`src/rtl/rx_wm_pkg.sv`:
```
package rx_wm_pkg;

   typedef enum logic {
      DRAIN_BY_FLAG = 1'b0,
      DRAIN_BY_DMA  = 1'b1
   } drain_mode_e;

   function automatic int bytes_per_word(input int data_w);
      return data_w / 8;
   endfunction

endpackage

```
`src/rtl/rx_wm_store.sv`:
```
module rx_wm_store #(
   parameter int DATA_W = 32,
   parameter int DEPTH  = 16,
   localparam int PTR_W = $clog2(DEPTH)
) (
   input  logic              clk,
   input  logic              rst_n,
   input  logic              wr_en,
   input  logic [DATA_W-1:0] wr_data,
   input  logic              rd_en,
   output logic [DATA_W-1:0] rd_data
);

   localparam bit POW2 = (DEPTH == (1 << PTR_W));

   logic [DATA_W-1:0] mem [DEPTH];
   logic [PTR_W-1:0]  wr_ptr, rd_ptr, wr_ptr_inc, rd_ptr_inc;

   generate
      if (POW2) begin : g_wrap_free
         assign wr_ptr_inc = wr_ptr + 1'b1;
         assign rd_ptr_inc = rd_ptr + 1'b1;
      end else begin : g_wrap_cmp
         assign wr_ptr_inc = (wr_ptr == PTR_W'(DEPTH - 1)) ? '0 : wr_ptr + 1'b1;
         assign rd_ptr_inc = (rd_ptr == PTR_W'(DEPTH - 1)) ? '0 : rd_ptr + 1'b1;
      end
   endgenerate

   always_ff @(posedge clk or negedge rst_n) begin
      if (!rst_n) begin
         wr_ptr <= '0;
         rd_ptr <= '0;
      end else begin
         if (wr_en) wr_ptr <= wr_ptr_inc;
         if (rd_en) rd_ptr <= rd_ptr_inc;
      end
   end

   always_ff @(posedge clk) begin
      if (wr_en) mem[wr_ptr] <= wr_data;
   end

   assign rd_data = mem[rd_ptr];

endmodule

```
`src/rtl/rx_wm_level.sv`:
```
module rx_wm_level #(
   parameter int DEPTH  = 16,
   localparam int CNT_W = $clog2(DEPTH + 1)
) (
   input  logic             clk,
   input  logic             rst_n,
   input  logic             wr_ok,
   input  logic             rd_ok,
   input  logic [CNT_W-1:0] wmark,
   input  logic             drain_w1,
   input  logic             ovf_evt,
   input  logic             ovf_w1,
   output logic [CNT_W-1:0] level,
   output logic             drain_flag,
   output logic             ovf_flag
);

   logic [CNT_W-1:0] level_nxt;

   always_comb begin
      level_nxt = level;
      if (wr_ok && !rd_ok) level_nxt = level + 1'b1;
      if (rd_ok && !wr_ok) level_nxt = level - 1'b1;
   end

   always_ff @(posedge clk or negedge rst_n) begin
      if (!rst_n) begin
         level      <= '0;
         drain_flag <= 1'b0;
         ovf_flag   <= 1'b0;
      end else begin
         level      <= level_nxt;
         drain_flag <= (level_nxt > wmark) | (drain_flag & ~drain_w1);
         ovf_flag   <= ovf_evt | (ovf_flag & ~ovf_w1);
      end
   end

endmodule

```
`src/rtl/rx_wm_xfer.sv`:
```
module rx_wm_xfer #(
   parameter int XFER_W = 16,
   parameter int BPW    = 4
) (
   input  logic              clk,
   input  logic              rst_n,
   input  logic              start,
   input  logic [XFER_W-1:0] bytes,
   input  logic              beat,
   output logic              busy
);

   logic [XFER_W-1:0] remain;

   always_ff @(posedge clk or negedge rst_n) begin
      if (!rst_n) begin
         remain <= '0;
      end else if (start) begin
         remain <= bytes;
      end else if (beat && remain != '0) begin
         remain <= (remain > XFER_W'(BPW)) ? remain - XFER_W'(BPW) : '0;
      end
   end

   assign busy = (remain != '0);

endmodule

```
`src/rtl/rx_wm_fifo.sv`:
```
module rx_wm_fifo
   import rx_wm_pkg::*;
#(
   parameter int DATA_W = 32,
   parameter int DEPTH  = 16,
   parameter int XFER_W = 16,
   localparam int CNT_W = $clog2(DEPTH + 1)
) (
   input  logic              clk,
   input  logic              rst_n,
   input  logic              xfer_start,
   input  logic [XFER_W-1:0] xfer_bytes,
   output logic              xfer_busy,
   input  logic              push_valid,
   input  logic [DATA_W-1:0] push_data,
   input  logic              host_pop,
   output logic [DATA_W-1:0] pop_data,
   output logic [CNT_W-1:0]  level,
   input  logic [CNT_W-1:0]  wmark,
   input  logic              dma_mode,
   input  logic              drain_w1,
   input  logic              ovf_w1,
   output logic              drain_flag,
   output logic              ovf_flag,
   output logic              dma_req
);

   localparam int BPW = bytes_per_word(DATA_W);

   generate
      if (DATA_W % 8 != 0 || DATA_W < 8) begin : g_bad_width
         initial $error("rx_wm_fifo: DATA_W must be a whole number of bytes");
      end
      if (DEPTH < 2) begin : g_bad_depth
         initial $error("rx_wm_fifo: DEPTH must be at least 2");
      end
      if (XFER_W < 2) begin : g_bad_xfer
         initial $error("rx_wm_fifo: XFER_W too small");
      end
   endgenerate

   drain_mode_e mode;
   logic        full, empty, above, drain_pop, wr_ok, rd_ok, ovf_evt, beat;

   assign mode      = drain_mode_e'(dma_mode);
   assign full      = (level == CNT_W'(DEPTH));
   assign empty     = (level == '0);
   assign above     = (level > wmark);
   assign beat      = push_valid && xfer_busy;
   assign drain_pop = drain_w1 && above && (mode == DRAIN_BY_FLAG);
   assign rd_ok     = (host_pop || drain_pop) && !empty;
   assign wr_ok     = beat && !full;
   assign ovf_evt   = beat && full;
   assign dma_req   = (mode == DRAIN_BY_DMA) && above;

   rx_wm_store #(.DATA_W(DATA_W), .DEPTH(DEPTH)) u_store (
      .clk     (clk),
      .rst_n   (rst_n),
      .wr_en   (wr_ok),
      .wr_data (push_data),
      .rd_en   (rd_ok),
      .rd_data (pop_data)
   );

   rx_wm_level #(.DEPTH(DEPTH)) u_level (
      .clk        (clk),
      .rst_n      (rst_n),
      .wr_ok      (wr_ok),
      .rd_ok      (rd_ok),
      .wmark      (wmark),
      .drain_w1   (drain_w1),
      .ovf_evt    (ovf_evt),
      .ovf_w1     (ovf_w1),
      .level      (level),
      .drain_flag (drain_flag),
      .ovf_flag   (ovf_flag)
   );

   rx_wm_xfer #(.XFER_W(XFER_W), .BPW(BPW)) u_xfer (
      .clk   (clk),
      .rst_n (rst_n),
      .start (xfer_start),
      .bytes (xfer_bytes),
      .beat  (push_valid),
      .busy  (xfer_busy)
   );

endmodule

```
`config.mk`:
```
export PLATFORM = sky130hd
export DESIGN_NAME = rx_wm_fifo
export DESIGN_NICKNAME = d
export VERILOG_FILES = /design/src/rtl/rx_wm_pkg.sv /design/src/rtl/rx_wm_store.sv /design/src/rtl/rx_wm_level.sv /design/src/rtl/rx_wm_xfer.sv /design/src/rtl/rx_wm_fifo.sv
export SDC_FILE = /design/constraint.sdc
export NUM_CORES = 1
export LEC_CHECK = 0
export ABC_AREA = 0
export BUFFER_PORTS_ARGS = -buffer_cell sky130_fd_sc_hd__buf_2
export CAP_MARGIN = 20
export CORE_MARGIN = 5
export CORE_UTILIZATION = 25
export CTS_CLUSTER_SIZE = 14
export DETAILED_ROUTE_END_ITERATION = 10
export GPL_TIMING_DRIVEN = 1
export SETUP_SLACK_MARGIN = 0.5
export SLEW_MARGIN = 10
export SYNTH_ARGS = -nofsm -noshare
export SYNTH_HDL_FRONTEND = slang
export SYNTH_SLANG_ARGS = --single-unit
```
`constraint.sdc`:
```
create_clock -name clk -period 7.3 [get_ports clk]
set_input_delay 0.73 -clock clk [delete_from_list [all_inputs] [get_ports clk]]
set_output_delay 0.73 -clock clk [all_outputs]
set_load 0.03 [all_outputs]
```
==> impl_results.md, run 1 <==
* Die Y at 305.1 um
* Library cells used by synthesis at 55
* Global-route wire length before repair at 78.38 mm
* Vias per cell at about 4.5
* Met1 usage at between 10 and 15%
* ANT nets after route at 0
* Clock latency on the worst-skew pair at 0.64 ns
* DR pass1 iterations at 5
* Post-synth ARST share at 5.709%
* Startpoint types: register
* Global route hottest layer: met2
* Most frequent cells in the layout: 512 x edfxtp_1, 112 x mux2i_1, 101 x buf_2
* Crit path time final at 4.883 ns
* Met3 GRT Util at about 2.6%
* Top area cells in the synthesized netlist: edfxtp_1 71%, mux4_2 6.6%, mux2i_1 5.1%
* Clock sink total at 543
* Fmax at just over 200 MHz
* Int Pwr at 6528 uW
* Crit path max fanout at 51
* Met2 Use GR at 18.79%
* Critical R2R Launch: u_level.level[0]
* Syn_nets at 1,313
* DR DRC count at 0
* Fin util at 29.63%
* Area fraction of the dominant cell type after synthesis at a little over two thirds
* Power per Cell Area at 391.8 nW/um^2
* Clock transition at path regs at 0.06 ns
* Max-capacitance violation count at 0
* Hold Fails Final Rpt at 0
* Synthesized netlist cell count at 1,232
* Sequential Power Share at around two fifths
* Peak supply drop at 0.2331 mV
* Largest area contributor in the netlist: edfxtp_1
* Switch share at 35.08%
* CTS tree: built
* Clock network power share at about 28%
* Tcrit/Tclk final at 66.90%
* Post-synthesis area per instance at 17.67 um^2
* Commonest non-fill, non-tap cell in the layout: edfxtp_1
* Rows at 108
* Tot GR Track Use at 11.02%
* I/O Pins at 102
* Kind of critical path: reg2out
* Worst R2R Path Depth at 15
* Max-slew violation count at 0
* RSZ-0062 raised after global routing: false
* GP Congestion at 0.7421
* Mapped cell area at between 20,000 and 25,000 um^2
* Initial antenna violation count at 8
* Share of post-route cells with drive strength above 1 at a little under a quarter
* Setup TNS at 0 ns
* Area delta synth->final at 17.90%
* R2r endpoint: u_level.drain_flag
* Core ar. at ~87,000 um^2
* Primary FF master, synth: edfxtp_1
* Worst slew pin tran at ~1.1 ns
* Overall overflow remaining after global route at 0
* Drt wl/cell at 20.60 um
* Sequential area share after synthesis at 74.19%
* Post-CTS Hold Fix Bufs at 0
* Critical Path End Type: output pin
* Combinational Power Share at 31.9%
* Total vias in the final route at around 12,000
* CTS H-tree lvls at 2
* Die width at 305.1 um
* Num CTS Buffers at 57
* Max clock buf depth at 3
* Largest net degree at the start of global routing at 56
* Hpwl dp at a little over 30 mm
* Drt first-iter violations at 838
* Critical Path RT at roughly 6.6 ns
* Clk_skew at 0.04321 ns
* Reg2reg setup slack at 3.47 ns
* Slew margin rel. at between 20% and 30%
* FF+latch count, synth at 543
* P_leak at 0.008596 uW
* Post-CTS Resized at 0
* Final WL at 52.84 mm
* HP Class: in2async
* Min Hold Slack at 0.2307 ns
* Status: completed
* Psw at 3527 uW
* YS warnings at 0
* Post-synth EDFFs at 512
* CTS Root Cell: clkbuf_16
* Final Setup Violations at 0
* Number of global-route vias before repair at ~12,000
* Post-CTS Setup Inserts at 0
* DIE AREA at 93,080 um^2
* I/O Buffers at 101
* Worst path arrival time at 4.15 ns
* Starting Density at 25.13%
* Final-stage net count at about 1,400
-- synth_stat cells (all sizes together) (6+ instances only) --
cell type / n
nor2b: 12
clkbuf: 25
nand2: 92
xnor2: 7
ha: 20
inv: 15
buf: 36
a21oi: 50
nor3: 14
a221oi: 33
mux2: 18
a22oi: 33
nor4: 6
nor2: 33
edfxtp: 512
dfrtp: 31
mux4: 64
o21ai: 71
mux2i: 112
-- through the flow --
stage / power, uW / worst slack, ns / instance area [um^2] / cells
6_report: 10060 / 2.417 / 25670 / 2565
3_3_place_gp: 7279 / 2.984 / 23780 / 2455
4_1_cts: 10200 / 2.279 / 25660 / 2561
2_1_floorplan: 6203 / 2.931 / 21770 / 1232
5_1_grt: 10570 / 2.075 / 25660 / 2561
3_5_place_dp: 7322 / 2.962 / 23780 / 2455
-- cell families after synthesis --
family | count (synthesis) | share of synthesized area, %
buffers and inverters | 76 | 1.523
AO/OA/AOI/OAI | 201 | 5.851
flip-flops | 543 | 74.19
XOR/XNOR | 10 | 0.4023
multiplexers | 194 | 12.70
AND/OR/NAND/NOR | 188 | 4.184
adder cells (fa/ha/maj) | 20 | 1.149
-- critical path, cell delays in order (launching register included) --
cell	delay (ns)
dfrtp_4	0.63
buf_4	0.80
nand2_1	0.93
o21ai_0	0.43
a21oi_1	0.10
o21ai_0	0.23
nand2_1	0.16
buf_2	0.22
-- layout make-up --
class,instances,area [um^2]
Sequential cell,543,16160
Fill cell,8469,60950
Clock inverter,26,320.3
Antenna cell,4,10.01
Timing Repair Buffer,129,715.7
Clock buffer,80,1553
Tap cell,1155,1445
Multi-Input combinational cell,613,5406
Inverter,15,56.30
-- worst max-delay path by stage --
stage	from	endpoint	slack (ns)	cells past startpoint
floorplan	u_level.level[0]	u_store.mem[3][0]	2.93	7
global placement	u_store.rd_ptr[1]	pop_data[4]	2.98	7
detailed placement	u_store.rd_ptr[1]	pop_data[7]	2.96	7
CTS	u_store.rd_ptr[1]	pop_data[7]	2.28	7
global route	u_store.rd_ptr[1]	pop_data[4]	2.07	7
finish	u_store.rd_ptr[1]	pop_data[7]	2.42	7
-- flip-flops by register name, indices dropped and copies added (netlist names) --
| register | flops |
|---|---|
| u_level.drain_flag | 1 |
| u_level.level | 5 |
| u_level.ovf_flag | 1 |
| u_store.mem | 512 |
| u_store.rd_ptr | 4 |
| u_store.wr_ptr | 4 |
| u_xfer.remain | 16 |
-- per-layer routing --
| layer | routed length (um) | vias up |
|---|---|---|
| li1 | - | 5191 |
| met3 | 2739 | 91 |
| met5 | 7 | - |
| met2 | 26070 | 278 |
| met1 | 22850 | 6026 |
| met4 | 1170 | 2 |
-- power groups by stage --
stage / Sequential [uW] / Clock [uW] / Combinational, uW
after floorplan: 3930 / 0 / 2270
after global placement: 4040 / 0 / 3240
after detailed placement: 4060 / 0 / 3260
after CTS: 3990 / 2930 / 3280
after global routing: 4030 / 3050 / 3500
final: 3990 / 2850 / 3210
No activity file was read; power rests on OpenSTA's default activity.
==> inputs of run 2 (changes only) <==
==> constraint.sdc (replaced) <==
create_clock -name clk -period 4.4 [get_ports clk]
set_input_delay 0.44 -clock clk [delete_from_list [all_inputs] [get_ports clk]]
set_output_delay 0.44 -clock clk [all_outputs]
set_load 0.03 [all_outputs]
==> impl_results.md, run 2 (synthesis gave the netlist of run 1 again) <==
* Wire length on met1 at 22.88 mm
* Setup TNS at 0 ns
* Largest net degree at the start of global routing at 52
* Tcrit/Tclk final at just over 80%
* I/O Pins at between 100 and 150
* Overall overflow remaining after global route at 0
* Rows at 108
* Slew margin rel. at between 40% and 50%
* Post-CTS Setup Inserts at 0
* Hold Fails Final Rpt at 0
* HP Class: in2reg
* Crit path largest cell delay at 0.75 ns
* CTS Root Cell: clkbuf_16
* ANT nets after route at 0
* Clock sink total at ~540
* Final-stage net count at around 1,500
* FILL cells at around 8,400
* Die width at between 300 and 400 um
* Crit path time final at 3.605 ns
* Hpwl dp at 32.28 mm
* Critical Path End Type: output pin
* Global-route wire length before repair at a little under 80 mm
* Die Y at 305.1 um
* Worst path slowest cell: dfrtp_1
* Regs by FF count: u_store.mem: 512 flops, u_xfer.remain: 16 flops, u_level.level: 5 flops
* Final Non-Filler Cells at 2,575
* Largest register FFs at 512
* Final Setup Violations at 0
* Number of global-route vias before repair at approximately 12,000
* RSZ-0062 raised after global routing: false
* DIE AREA at 93,080 um^2
* Min Hold Slack at 0.04686 ns
* Starting Density at between 20% and 30%
* Final WL at 52.07 mm
* Status: completed
* Critical Path RT at roughly 4.0 ns
* Placed Cells at 2,463
* Clock transition at path regs at 0.06 ns
* Num CTS Buffers at 58
* Worst slew pin tran at 0.8107 ns
* CTS tree: built
* Max-slew violation count at 0
* DR pass1 iterations at 5
* Tot GR Track Use at between 10 and 15%
* Crit-path cells: nor2b_4 -> buf_12 -> nand2_1 -> nand2_1 -> a21oi_1 -> o21ai_0 -> nand2_1 -> buf_2
* CTS H-tree lvls at 2
* Met2 WL at between 20 and 30 mm
* Fmax at between 200 and 300 MHz
* Max clock buf depth at 3
* Peak supply drop at 0.3241 mV
* Top reg by flops: u_store.mem
* I/O Buffers at 101
* Share of post-route cells with drive strength above 1 at 23.28%
* Crit path max fanout at 50
* Total vias in the final route at 11,546
* Kind of critical path: reg2out
* Drt first-iter violations at slightly above 800
* Vias per cell at about 4.5
* CP most frequent cell: nand2_1
* DR DRC count at 0
* P_leak at 0.008696 uW
* Top sig layer: met5
* Met3 WL at approximately 2.9 mm
* Core ar. at approximately 87,000 um^2
* Most frequent cells in the layout: 512 x edfxtp_1, 112 x mux2i_1, 101 x buf_2
* Area delta synth->final at 19.23%
* Initial antenna violation count at 9
* Clk_skew at 0.04110 ns
* Commonest non-fill, non-tap cell in the layout: edfxtp_1
* Power per Cell Area at 651.0 nW/um^2
* Startpoint types: register
* Worst path arrival time at between 3 and 4 ns
* Clock latency on the worst-skew pair at about 0.62 ns
* Drt wl/cell at 20.22 um
* Max-capacitance violation count at 0
* GP Congestion at 0.7461
-- run 2: worst paths after layout --
kind / slack (ns) / start / end / cells after the start
min in group asynchronous: 0.46 / rst_n / u_xfer.remain[5] / 2
setup / recovery: 0.79 / u_store.rd_ptr[2] / pop_data[2] / 8
max in group asynchronous: 3.31 / rst_n / u_store.rd_ptr[1] / 2
hold / removal: 0.05 / xfer_bytes[11] / u_xfer.remain[11] / 3
hold reg to reg: 0.54 / u_level.drain_flag / u_level.drain_flag / 2
setup reg to reg: 0.89 / u_level.level[0] / u_level.drain_flag / 15
-- run 2: area by class of cell --
| type | count | area [um^2] | share of cell area (%) |
|---|---|---|---|
| multi-input combinational | 613 | 5439 | 20.96 |
| antenna | 7 | 17.52 | 0.06749 |
| clock inverter | 36 | 344.1 | 1.326 |
| clock buffer | 68 | 1520 | 5.857 |
| timing repair buffer | 138 | 973.4 | 3.750 |
| inverter | 15 | 56.30 | 0.2169 |
| tap | 1155 | 1445 | 5.568 |
| sequential | 543 | 16160 | 62.26 |
-- run 2: report_power, final --
group          total (uW)  internal [uW]  leakage (uW)  switching, uW
clock network        4730           2760      0.000889           1970
registers            6620           6220       0.00499            396
logic                5550           2000       0.00281           3550
-- run 2: per-layer routing --
| metal | vias to the layer above | global-route usage [%] |
|---|---|---|
| met1 | 5929 | 14.64 |
| li1 | 5216 | - |
| met5 | - | 0 |
| met4 | 4 | 3.044 |
| met3 | 78 | 2.014 |
| met2 | 319 | 18.00 |
-- run 2: through the flow --
stage | worst slack (ns) | power [uW] | utilization, % | cell area [um^2]
after floorplan | 0.8859 | 10300 | - | 21790
after global placement | 0.8436 | 12310 | 27.77 | 24060
after detailed placement | 0.7558 | 12390 | 27.77 | 24060
after CTS | 0.7541 | 17150 | 29.94 | 25930
after global routing | 0.5612 | 17750 | 29.95 | 25940
final | 0.7949 | 16900 | 29.96 | 25950
-- run 2: repair_timing --
action                                  CTS  global route
hold endpoints to repair                 31             0
endpoints found under the setup margin    0             1
hold buffers                              1             0
resized for setup                         0             1
-- run 2: worst max-delay path, delay by kind of cell, from the launching register on --
kind | cells | cell delay (ns)
compound gates | 2 | 0.30
buf+inv | 2 | 0.57
flops | 1 | 0.75
simple gates | 4 | 0.91
